**src/rtl/sbus_pkg.sv**
```systemverilog
package sbus_pkg;
  typedef enum logic [1:0] {
    HDR_UNICAST   = 2'd0,
    HDR_BROADCAST = 2'd1,
    HDR_GROUP     = 2'd2
  } hdr_kind_e;
endpackage

```
**src/rtl/sbus_arbiter.sv**
```systemverilog
module sbus_arbiter #(
  parameter int NDEV = 4
) (
  input  logic            clk,
  input  logic            rst_n,
  input  logic [NDEV-1:0] req,
  input  logic [NDEV-1:0] tx_valid,
  input  logic [NDEV-1:0] tx_done,
  output logic [NDEV-1:0] gnt
);
  logic [NDEV-1:0] gnt_q, gnt_d;
  logic            owned, owner_holds, owner_ends;

  assign owned       = |gnt_q;
  assign owner_holds = |(gnt_q & req);
  assign owner_ends  = |(gnt_q & tx_valid & tx_done);

  always_comb begin
    gnt_d = '0;
    if (owned) begin
      if (owner_holds && !owner_ends) gnt_d = gnt_q;
    end else begin
      for (int i = NDEV - 1; i >= 0; i--) begin
        if (req[i]) begin
          gnt_d    = '0;
          gnt_d[i] = 1'b1;
        end
      end
    end
  end

  always_ff @(posedge clk or negedge rst_n) begin
    if (!rst_n) gnt_q <= '0;
    else        gnt_q <= gnt_d;
  end

  assign gnt = gnt_q;
endmodule

```
**src/rtl/sbus_mux.sv**
```systemverilog
module sbus_mux #(
  parameter int NDEV = 4,
  parameter int DW   = 8
) (
  input  logic [NDEV-1:0]    gnt,
  input  logic [NDEV*DW-1:0] tx_data,
  input  logic [NDEV-1:0]    tx_valid,
  input  logic [NDEV-1:0]    tx_first,
  input  logic [NDEV-1:0]    tx_done,
  output logic               bus_valid,
  output logic               bus_first,
  output logic               bus_done,
  output logic [DW-1:0]      bus_data
);
  logic [DW-1:0] masked [NDEV];

  for (genvar k = 0; k < NDEV; k++) begin : g_mask
    assign masked[k] = tx_data[k*DW +: DW] & {DW{gnt[k]}};
  end

  always_comb begin
    bus_data = '0;
    for (int k = 0; k < NDEV; k++) bus_data = bus_data | masked[k];
  end

  assign bus_valid = |(gnt & tx_valid);
  assign bus_first = |(gnt & tx_valid & tx_first);
  assign bus_done  = |(gnt & tx_valid & tx_done);
endmodule

```
**src/rtl/sbus_group_table.sv**
```systemverilog
module sbus_group_table #(
  parameter int NDEV = 4,
  parameter int NGRP = 4,
  localparam int GW  = $clog2(NGRP)
) (
  input  logic                 clk,
  input  logic                 rst_n,
  input  logic                 wr,
  input  logic [GW-1:0]        idx,
  input  logic [NDEV-1:0]      mask,
  output logic [NGRP*NDEV-1:0] table_flat
);
  for (genvar g = 0; g < NGRP; g++) begin : g_entry
    logic [NDEV-1:0] ent_q;
    logic            ent_en;
    assign ent_en = wr && (idx == GW'(g));
    always_ff @(posedge clk or negedge rst_n) begin
      if (!rst_n)      ent_q <= '0;
      else if (ent_en) ent_q <= mask;
    end
    assign table_flat[g*NDEV +: NDEV] = ent_q;
  end
endmodule

```
**src/rtl/sbus_rx_filter.sv**
```systemverilog
module sbus_rx_filter
  import sbus_pkg::*;
#(
  parameter int NDEV = 4,
  parameter int DW   = 8,
  parameter int NGRP = 4,
  parameter int IDX  = 0,
  localparam int GW  = $clog2(NGRP)
) (
  input  logic                 clk,
  input  logic                 rst_n,
  input  logic                 bus_valid,
  input  logic                 bus_first,
  input  logic                 bus_done,
  input  logic [DW-1:0]        bus_data,
  input  logic [NGRP*NDEV-1:0] grp_table,
  output logic                 rx_valid,
  output logic [DW-1:0]        rx_data
);
  hdr_kind_e     kind;
  logic          hit;
  logic          sel_q, sel_d;
  logic          take;
  logic          rxv_q;
  logic [DW-1:0] rxd_q;
  logic [GW-1:0] gidx;

  assign gidx = bus_data[GW-1:0];

  always_comb begin
    if (bus_data == {DW{1'b1}})  kind = HDR_BROADCAST;
    else if (bus_data[DW-1])     kind = HDR_GROUP;
    else                         kind = HDR_UNICAST;
  end

  always_comb begin
    case (kind)
      HDR_BROADCAST: hit = 1'b1;
      HDR_GROUP:     hit = grp_table[int'(gidx)*NDEV + IDX];
      default:       hit = (bus_data == DW'(IDX));
    endcase
  end

  always_comb begin
    sel_d = sel_q;
    if (bus_valid && bus_done)       sel_d = 1'b0;
    else if (bus_valid && bus_first) sel_d = hit;
  end

  assign take = bus_valid && !bus_first && sel_q;

  always_ff @(posedge clk or negedge rst_n) begin
    if (!rst_n) begin
      sel_q <= 1'b0;
      rxv_q <= 1'b0;
    end else begin
      sel_q <= sel_d;
      rxv_q <= take;
    end
  end

  always_ff @(posedge clk or negedge rst_n) begin
    if (!rst_n)    rxd_q <= '0;
    else if (take) rxd_q <= bus_data;
  end

  assign rx_valid = rxv_q;
  assign rx_data  = rxd_q;
endmodule

```
**src/rtl/sbus_hub.sv**
```systemverilog
module sbus_hub #(
  parameter int NDEV = 4,
  parameter int DW   = 8,
  parameter int NGRP = 4,
  localparam int GW  = $clog2(NGRP)
) (
  input  logic               clk,
  input  logic               rst_n,
  input  logic [NDEV-1:0]    dev_req,
  input  logic [NDEV*DW-1:0] dev_tx_data,
  input  logic [NDEV-1:0]    dev_tx_valid,
  input  logic [NDEV-1:0]    dev_tx_first,
  input  logic [NDEV-1:0]    dev_tx_done,
  output logic [NDEV-1:0]    dev_gnt,
  output logic               bus_valid,
  output logic               bus_first,
  output logic [DW-1:0]      bus_data,
  input  logic               cfg_wr,
  input  logic [GW-1:0]      cfg_grp,
  input  logic [NDEV-1:0]    cfg_mask,
  output logic [NDEV-1:0]    rx_valid,
  output logic [NDEV*DW-1:0] rx_data
);
  logic [1:0]           rst_pipe_q;
  logic                 rst_int_n;
  logic                 bus_done;
  logic [NGRP*NDEV-1:0] grp_table;

  always_ff @(posedge clk or negedge rst_n) begin
    if (!rst_n) rst_pipe_q <= 2'b00;
    else        rst_pipe_q <= {rst_pipe_q[0], 1'b1};
  end
  assign rst_int_n = rst_pipe_q[1];

  sbus_arbiter #(.NDEV(NDEV)) u_arb (
    .clk      (clk),
    .rst_n    (rst_int_n),
    .req      (dev_req),
    .tx_valid (dev_tx_valid),
    .tx_done  (dev_tx_done),
    .gnt      (dev_gnt)
  );

  sbus_mux #(.NDEV(NDEV), .DW(DW)) u_mux (
    .gnt       (dev_gnt),
    .tx_data   (dev_tx_data),
    .tx_valid  (dev_tx_valid),
    .tx_first  (dev_tx_first),
    .tx_done   (dev_tx_done),
    .bus_valid (bus_valid),
    .bus_first (bus_first),
    .bus_done  (bus_done),
    .bus_data  (bus_data)
  );

  sbus_group_table #(.NDEV(NDEV), .NGRP(NGRP)) u_grp (
    .clk        (clk),
    .rst_n      (rst_int_n),
    .wr         (cfg_wr),
    .idx        (cfg_grp),
    .mask       (cfg_mask),
    .table_flat (grp_table)
  );

  for (genvar k = 0; k < NDEV; k++) begin : g_rx
    sbus_rx_filter #(.NDEV(NDEV), .DW(DW), .NGRP(NGRP), .IDX(k)) u_flt (
      .clk       (clk),
      .rst_n     (rst_int_n),
      .bus_valid (bus_valid),
      .bus_first (bus_first),
      .bus_done  (bus_done),
      .bus_data  (bus_data),
      .grp_table (grp_table),
      .rx_valid  (rx_valid[k]),
      .rx_data   (rx_data[k*DW +: DW])
    );
  end
endmodule

```
**config.mk**
```make
export PLATFORM = sky130hd
export DESIGN_NAME = sbus_hub
export DESIGN_NICKNAME = d
export VERILOG_FILES = /design/src/rtl/sbus_pkg.sv /design/src/rtl/sbus_arbiter.sv /design/src/rtl/sbus_mux.sv /design/src/rtl/sbus_group_table.sv /design/src/rtl/sbus_rx_filter.sv /design/src/rtl/sbus_hub.sv
export SDC_FILE = /design/constraint.sdc
export NUM_CORES = 1
export LEC_CHECK = 0
export BUFFER_PORTS_ARGS = -buffer_cell sky130_fd_sc_hd__buf_2
export CORE_UTILIZATION = 45
export DETAILED_ROUTE_END_ITERATION = 8
export PLACE_DENSITY_LB_ADDON = 0.1
export SLEW_MARGIN = 15
export SYNTH_ARGS = -nofsm -noshare
export SYNTH_HDL_FRONTEND = slang
export SYNTH_SLANG_ARGS = --single-unit
export TNS_END_PERCENT = 10
```
**constraint.sdc**
```tcl
create_clock -name clk -period 1.85 [get_ports clk]
set_input_delay 0.0925 -clock clk [delete_from_list [all_inputs] [get_ports clk]]
set_output_delay 0.0925 -clock clk [all_outputs]
set_load 0.02 [all_outputs]
```
==> results of run 1 <==
## final cells by class
class                      instances  area [um2]  area share [%]
timing repair buffer             126         704            17.8
sequential                        62        1560            39.3
inverter                           8        31.3           0.789
multi-input combinational        158        1330            33.5
tap                               77        96.3            2.43
clock buffer                       9         124            3.13
clock inverter                     7         121            3.06
## registers in the layout, summed over array words and instances, names as in the netlist
signal,count
g_rx.u_flt.rx_valid,4
u_arb.gnt,4
g_rx.u_flt.rx_data,32
g_rx.u_flt.sel_q,4
rst_pipe_q,2
u_grp.g_entry.ent_q,16
## cell families after synthesis
logic type | count (synthesis)
and+or+nand+nor | 57
buffers and inverters | 17
muxes | 48
other | 1
AOI/OAI and AO/OA | 52
DFF | 62
## worst max-delay path by stage
| stage | from | endpoint | cells after the start |
|---|---|---|---|
| 2_1_floorplan | u_arb.gnt[1] | g_rx[0].u_flt.rx_data[4] | 6 |
| 3_3_place_gp | u_arb.gnt[2] | g_rx[2].u_flt.sel_q | 6 |
| 3_5_place_dp | u_arb.gnt[2] | g_rx[2].u_flt.rx_data[7] | 5 |
| 4_1_cts | u_arb.gnt[2] | bus_data[7] | 5 |
| 5_1_grt | u_arb.gnt[1] | g_rx[2].u_flt.rx_data[4] | 6 |
| 6_report | u_arb.gnt[2] | bus_data[7] | 5 |
## critical path, delay by kind of cell, from the launching register on
family | cells | cell delay (ps)
and+or+nand+nor | 1 | 180
buffers and inverters | 3 | 490
AOI/OAI and AO/OA | 1 | 170
DFF | 1 | 470
## metal layers
layer	share of wire [%]	vias up	GRT usage, %
met5	0	-	0
met4	1.8	0	8.32
met3	4.3	13	5.64
met2	51	64	35.8
met1	43	1158	27.9
li1	-	1140	-
## repair_timing
item                                    4_1_cts  5_1_grt
buffers inserted                              0        0
resized for setup                             1        5
hold buffers                                  3        0
endpoints found under the hold margin         4        0
endpoints found under the setup margin        1        4
## report_power, final
group,internal (uW),leakage (uW),total (uW),switching (uW)
clock network,901,0.000124,1460,561
registers,1820,0.000792,2100,281
logic,1180,0.00116,2820,1640
## through the flow
| stage | power (uW) | utilization, % | hold WS, ps |
|---|---|---|---|
| after global routing | 6770 | 62.0 | 21.1 |
| after detailed placement | 4950 | 57.6 | -122 |
| after floorplan | 4000 | - | -203 |
| after CTS | 6440 | 61.9 | 7.78 |
| final | 6390 | 62.0 | 24.4 |
| after global placement | 4900 | 57.6 | -122 |
## synthesized netlist by cell type
cell / number
a22o_1: 2
mux2_4: 2
o21ai_0: 8
nor3b_1: 1
nand3_1: 24
buf_4: 4
buf_6: 5
a22oi_1: 13
nand2_4: 4
o31ai_1: 4
clkinv_1: 1
nor2_4: 1
a22oi_2: 7
a22o_2: 4
inv_2: 1
or3_2: 1
a2bb2oi_1: 1
nand2_2: 4
o41ai_1: 1
nor2_1: 4
nand3_2: 1
mux2_2: 44
nand3b_1: 2
a41oi_1: 1
inv_1: 6
a41o_2: 1
nand4_2: 1
dfrtp_1: 62
and2_1: 1
mux2_1: 2
nor3_4: 1
nand4_1: 1
conb_1: 1
a31oi_1: 3
a32o_1: 1
nand2_1: 8
a21oi_4: 1
or2b_1: 1
nor4_2: 1
nor2_2: 1
a21oi_1: 5
==> flow_summary.yaml, run 1 <==
yosys:
  synth_top_area_share_pct: 51.8
  syn_nets: 294
  yosysSeqAreaShare_pct: 51.8
  synth-compound-area-share_pct: 14.0
  synthCells: 237
  yosys.area.top_type: "dfrtp_1"
  synth.distinct_cells: 41
  synth_mux_area_share_pct: 18.3
  synth_area_leaders: "dfrtp_1 52%, mux2_2 17%, nand3_1 4.0%, a22oi_1 3.3%, a22oi_2 2.9%"
  syn_area_um2: 2990
  synth_top_family_by_area: "multiplexers"
  synthSimpleGateAreaFrac_pct: 11.8
  synth.ff_latch_count: 62
  synth_fa_ha_area_share_pct: 0
  syn_area_per_cell_um2: 12.6
  synth-xor-area-share_pct: 0
  ys_warn_count: 0
routing:
  wl_per_cell_um: 15.8
  vias: 2375
  drt_iter0_drc: 128
  viasPerCell: 5.31
  drt_first_pass_iters: 4
  postRouteAntennaNets: 0
  drt_wl_total_mm: 7.06
  drc: 0
cts:
  cts_tree: "yes"
  cts_buffer_depth: 2
  cts_root_buf: "clkbuf_8"
  cts_num_sinks: 62
  cts-htree-levels: 3
  clkLatencyLatePin_ps: 340
  clk_pin_slew_ps: 80
  cts_buffers: 9
worst_hold_path:
  holdPathStages: 2
  min_path_type: "in -> reg"
  holdPathEnd: "u_grp.g_entry[0].ent_q[0]"
  min_from: "cfg_mask[0]"
global_route:
  grt_pass1_wl_mm: 12.0
  antenna_found_initial: 0
  grt_usage_pct: 21.9
  grt_pass1_vias: 2466
  grt_max_degree: 43
  grt-ovfl-total: 0
sta:
  fin_crit_ps: 1740
  slew_violations: 0
  max_freq_mhz: 574
  fin_setup_tns_ps: 0
  setup_viol: 0
  skew_ps: 7.17
  rsz0062_at_grt: "false"
  final.period_utilization_pct: 94.1
  finalWorstSetupSlack_ps: 109
  hold_viol: 0
critical_path:
  critPathMaxStageDelay_ps: 470
  critPathKind: "reg -> out"
  worstSetupStartpointType: "flip-flop"
  end_kind: "output port"
  r2r_slack_ps: 130
  slowest_stage: "dfrtp_2"
  path_cells: "buf_4, a22oi_1, and2_4, clkinv_2, buf_2"
  path_max_fanout: 9
  arrival_ps: 1650
  cp_data_required_time_ps: 1760
  r2r_cells: 6
  rr_endpoint: "g_rx[2].u_flt.rx_data[4]"
  reg2reg_from: "u_arb.gnt[1]"
place:
  place_area_um2: 3680
  place_congestion: 0.759
  dp_slack_ps: 141
  dpl.hpwl_mm: 5.39
  numPortBuffers: 106
  dp.cells: 428
power:
  power.density_nw_per_um2: 1610
  p_leak_uw: 0.00208
  peakVddDrop_v: 0.00103
cells_and_area:
  drive_above_1_share_pct: 59.5
  antenna_cells: 0
  finalNonFillerCells: 447
  n_fill_cell: 534
  final_cell_mix: "106 x buf_2, 58 x dfrtp_1, 44 x mux2_2, 24 x nand3_1, 15 x buf_4"
  stdcell_area_um2: 3960
  final_common_cell: "buf_2"
  area_growth_pct: 32.3
  nNetsFinal: 422
outcome:
  status: "complete, no violations"
floorplan:
  core-area_um2: 6390
  ios: 107
  row_count: 29
  die_area_um2: 6980
  die_x_um: 83.6
  die-height_um: 83.6
  start_util_pct: 46.9
flow_run:
  drv_cap: 0
Note: power is estimated with default switching activity, not from simulation.
==> run 2: changes to the inputs <==
--- a/constraint.sdc
+++ b/constraint.sdc
@@ -3,2 +3,2 @@
 set_output_delay 0.0925 -clock clk [all_outputs]
-set_load 0.02 [all_outputs]
+set_load 0.01 [all_outputs]
==> flow_summary.yaml, run 2 (synthesized netlist as in run 1, its figures left out) <==
sta:
  fin_crit_ps: 1730
  holdWs_ps: 24.1
  final.period_utilization_pct: 93.3
  skew_ps: 7.22
  slew_violations: 0
  hold_viol: 0
  max_freq_mhz: 579
  setup_viol: 0
  fin_setup_tns_ps: 0
  rsz0062_at_grt: "false"
global_route:
  grt_pass1_wl_mm: 12.0
  antenna_found_initial: 0
  grt-ovfl-total: 0
  grt_max_degree: 43
  grt_pass1_vias: 2466
  grt_usage_pct: 21.9
critical_path:
  r2r_cells: 6
  crit_buf_inv: 3
  cp-startpoint: "u_arb.gnt[0]"
  cp_data_required_time_ps: 1760
  reg2reg_from: "u_arb.gnt[1]"
  r2r_slack_ps: 130
  end_kind: "output port"
  cp.depth: 5
  worstSetupStartpointType: "flip-flop"
  critPathKind: "reg -> out"
  arrival_ps: 1630
  crit_family: "buffers and inverters"
  cpMostUsedCell: "buf_4"
  path_max_fanout: 9
  slowest_stage: "dfrtp_2"
  critPathMaxStageDelay_ps: 460
  rr_endpoint: "g_rx[2].u_flt.rx_data[4]"
  path_cells: "buf_4, a22oi_2, buf_4, nand2_2, buf_2"
worst_hold_path:
  min_from: "cfg_mask[0]"
  holdPathStages: 2
  holdPathEnd: "u_grp.g_entry[0].ent_q[0]"
  min_path_type: "in -> reg"
floorplan:
  ios: 107
  start_util_pct: 46.9
  die_x_um: 83.6
  die_area_um2: 6980
  row_count: 29
  die-height_um: 83.6
  core-area_um2: 6390
cts:
  cts_num_sinks: 62
  clk_pin_slew_ps: 80
  clkLatencyLatePin_ps: 340
  cts_tree: "yes"
  cts_root_buf: "clkbuf_8"
  cts_buffers: 9
  cts-htree-levels: 3
  cts_buffer_depth: 2
cells_and_area:
  antenna_cells: 0
  nNetsFinal: 422
  final_common_cell: "buf_2"
  area_growth_pct: 32.2
  final_cell_mix: "106 x buf_2, 58 x dfrtp_1, 44 x mux2_2, 24 x nand3_1, 16 x buf_4"
  drive_above_1_share_pct: 59.5
  largest_reg_flops: 32
routing:
  postRouteAntennaNets: 0
  drt_iter0_drc: 122
  viasPerCell: 5.32
  drc: 0
  wl_per_cell_um: 15.8
  drt_wl_total_mm: 7.05
  vias: 2379
  drt_first_pass_iters: 4
flow_run:
  drv_cap: 0
place:
  place_congestion: 0.759
  dpl.hpwl_mm: 5.39
  numPortBuffers: 106
power:
  power.density_nw_per_um2: 1520
  p_leak_uw: 0.00208
  peakVddDrop_v: 0.000925
outcome:
  status: "complete, no violations"
## run 2: cell counts in the layout (fill, tap and decap cells not counted)
No cell type changed its count.
## run 2: power breakdown
| group | internal (uW) | switching (uW) | total (uW) |
|---|---|---|---|
| registers | 1820 | 280 | 2100 |
| logic | 1170 | 1280 | 2450 |
| clock network | 901 | 559 | 1460 |
## run 2: repair_timing
action,4_1_cts,5_1_grt
buffers inserted,0,0
setup endpoints to repair,1,4
hold buffers,3,0
hold endpoints to repair,4,0
pin swaps,0,1
resized for setup,1,4
## run 2: stage by stage
stage / power [uW] / utilization, % / std cells / area, um2 / worst slack (ps)
after floorplan: 3640 / - / 237 / 3000 / 188
after global placement: 4540 / 57.6 / 428 / 3680 / 162
after detailed placement: 4590 / 57.6 / 428 / 3680 / 141
after CTS: 6080 / 61.9 / 447 / 3950 / 27.5
after global routing: 6400 / 62.0 / 447 / 3960 / 10.2
final: 6020 / 62.0 / 447 / 3960 / 124
## run 2: worst max-delay path by stage
stage / to / slack (ps)
after floorplan: g_rx[0].u_flt.rx_data[4] / 190
after global placement: g_rx[2].u_flt.sel_q / 160
after detailed placement: g_rx[2].u_flt.rx_data[7] / 140
after CTS: bus_data[7] / 30
after global routing: bus_data[1] / 10
final: bus_data[1] / 120
## run 2: layer usage
layer / vias up / GRT usage (%) / part of all wire, %
met5: - / 0 / 0
met4: 0 / 8.32 / 1.8
met3: 13 / 5.64 / 4.4
met2: 64 / 35.8 / 51
met1: 1161 / 27.9 / 43
li1: 1141 / - / -
## run 2: worst register-to-register path, cell delays in order (launching register included)
cell and delay [ps]:
dfrtp_1 380, buf_4 170, nand3_2 70, nand4_2 150, a21oi_4 320, nand2_4 160, mux2_1 350
## run 2: final cells by class
cell class | count | area [um2]
inverters | 8 | 31.3
fillers | 532 | 2430
flip-flops and latches | 62 | 1560
repair buffers | 126 | 701
clock buffers | 9 | 124
clock inverters | 7 | 121
multi-input cells | 158 | 1330
well taps | 77 | 96.3
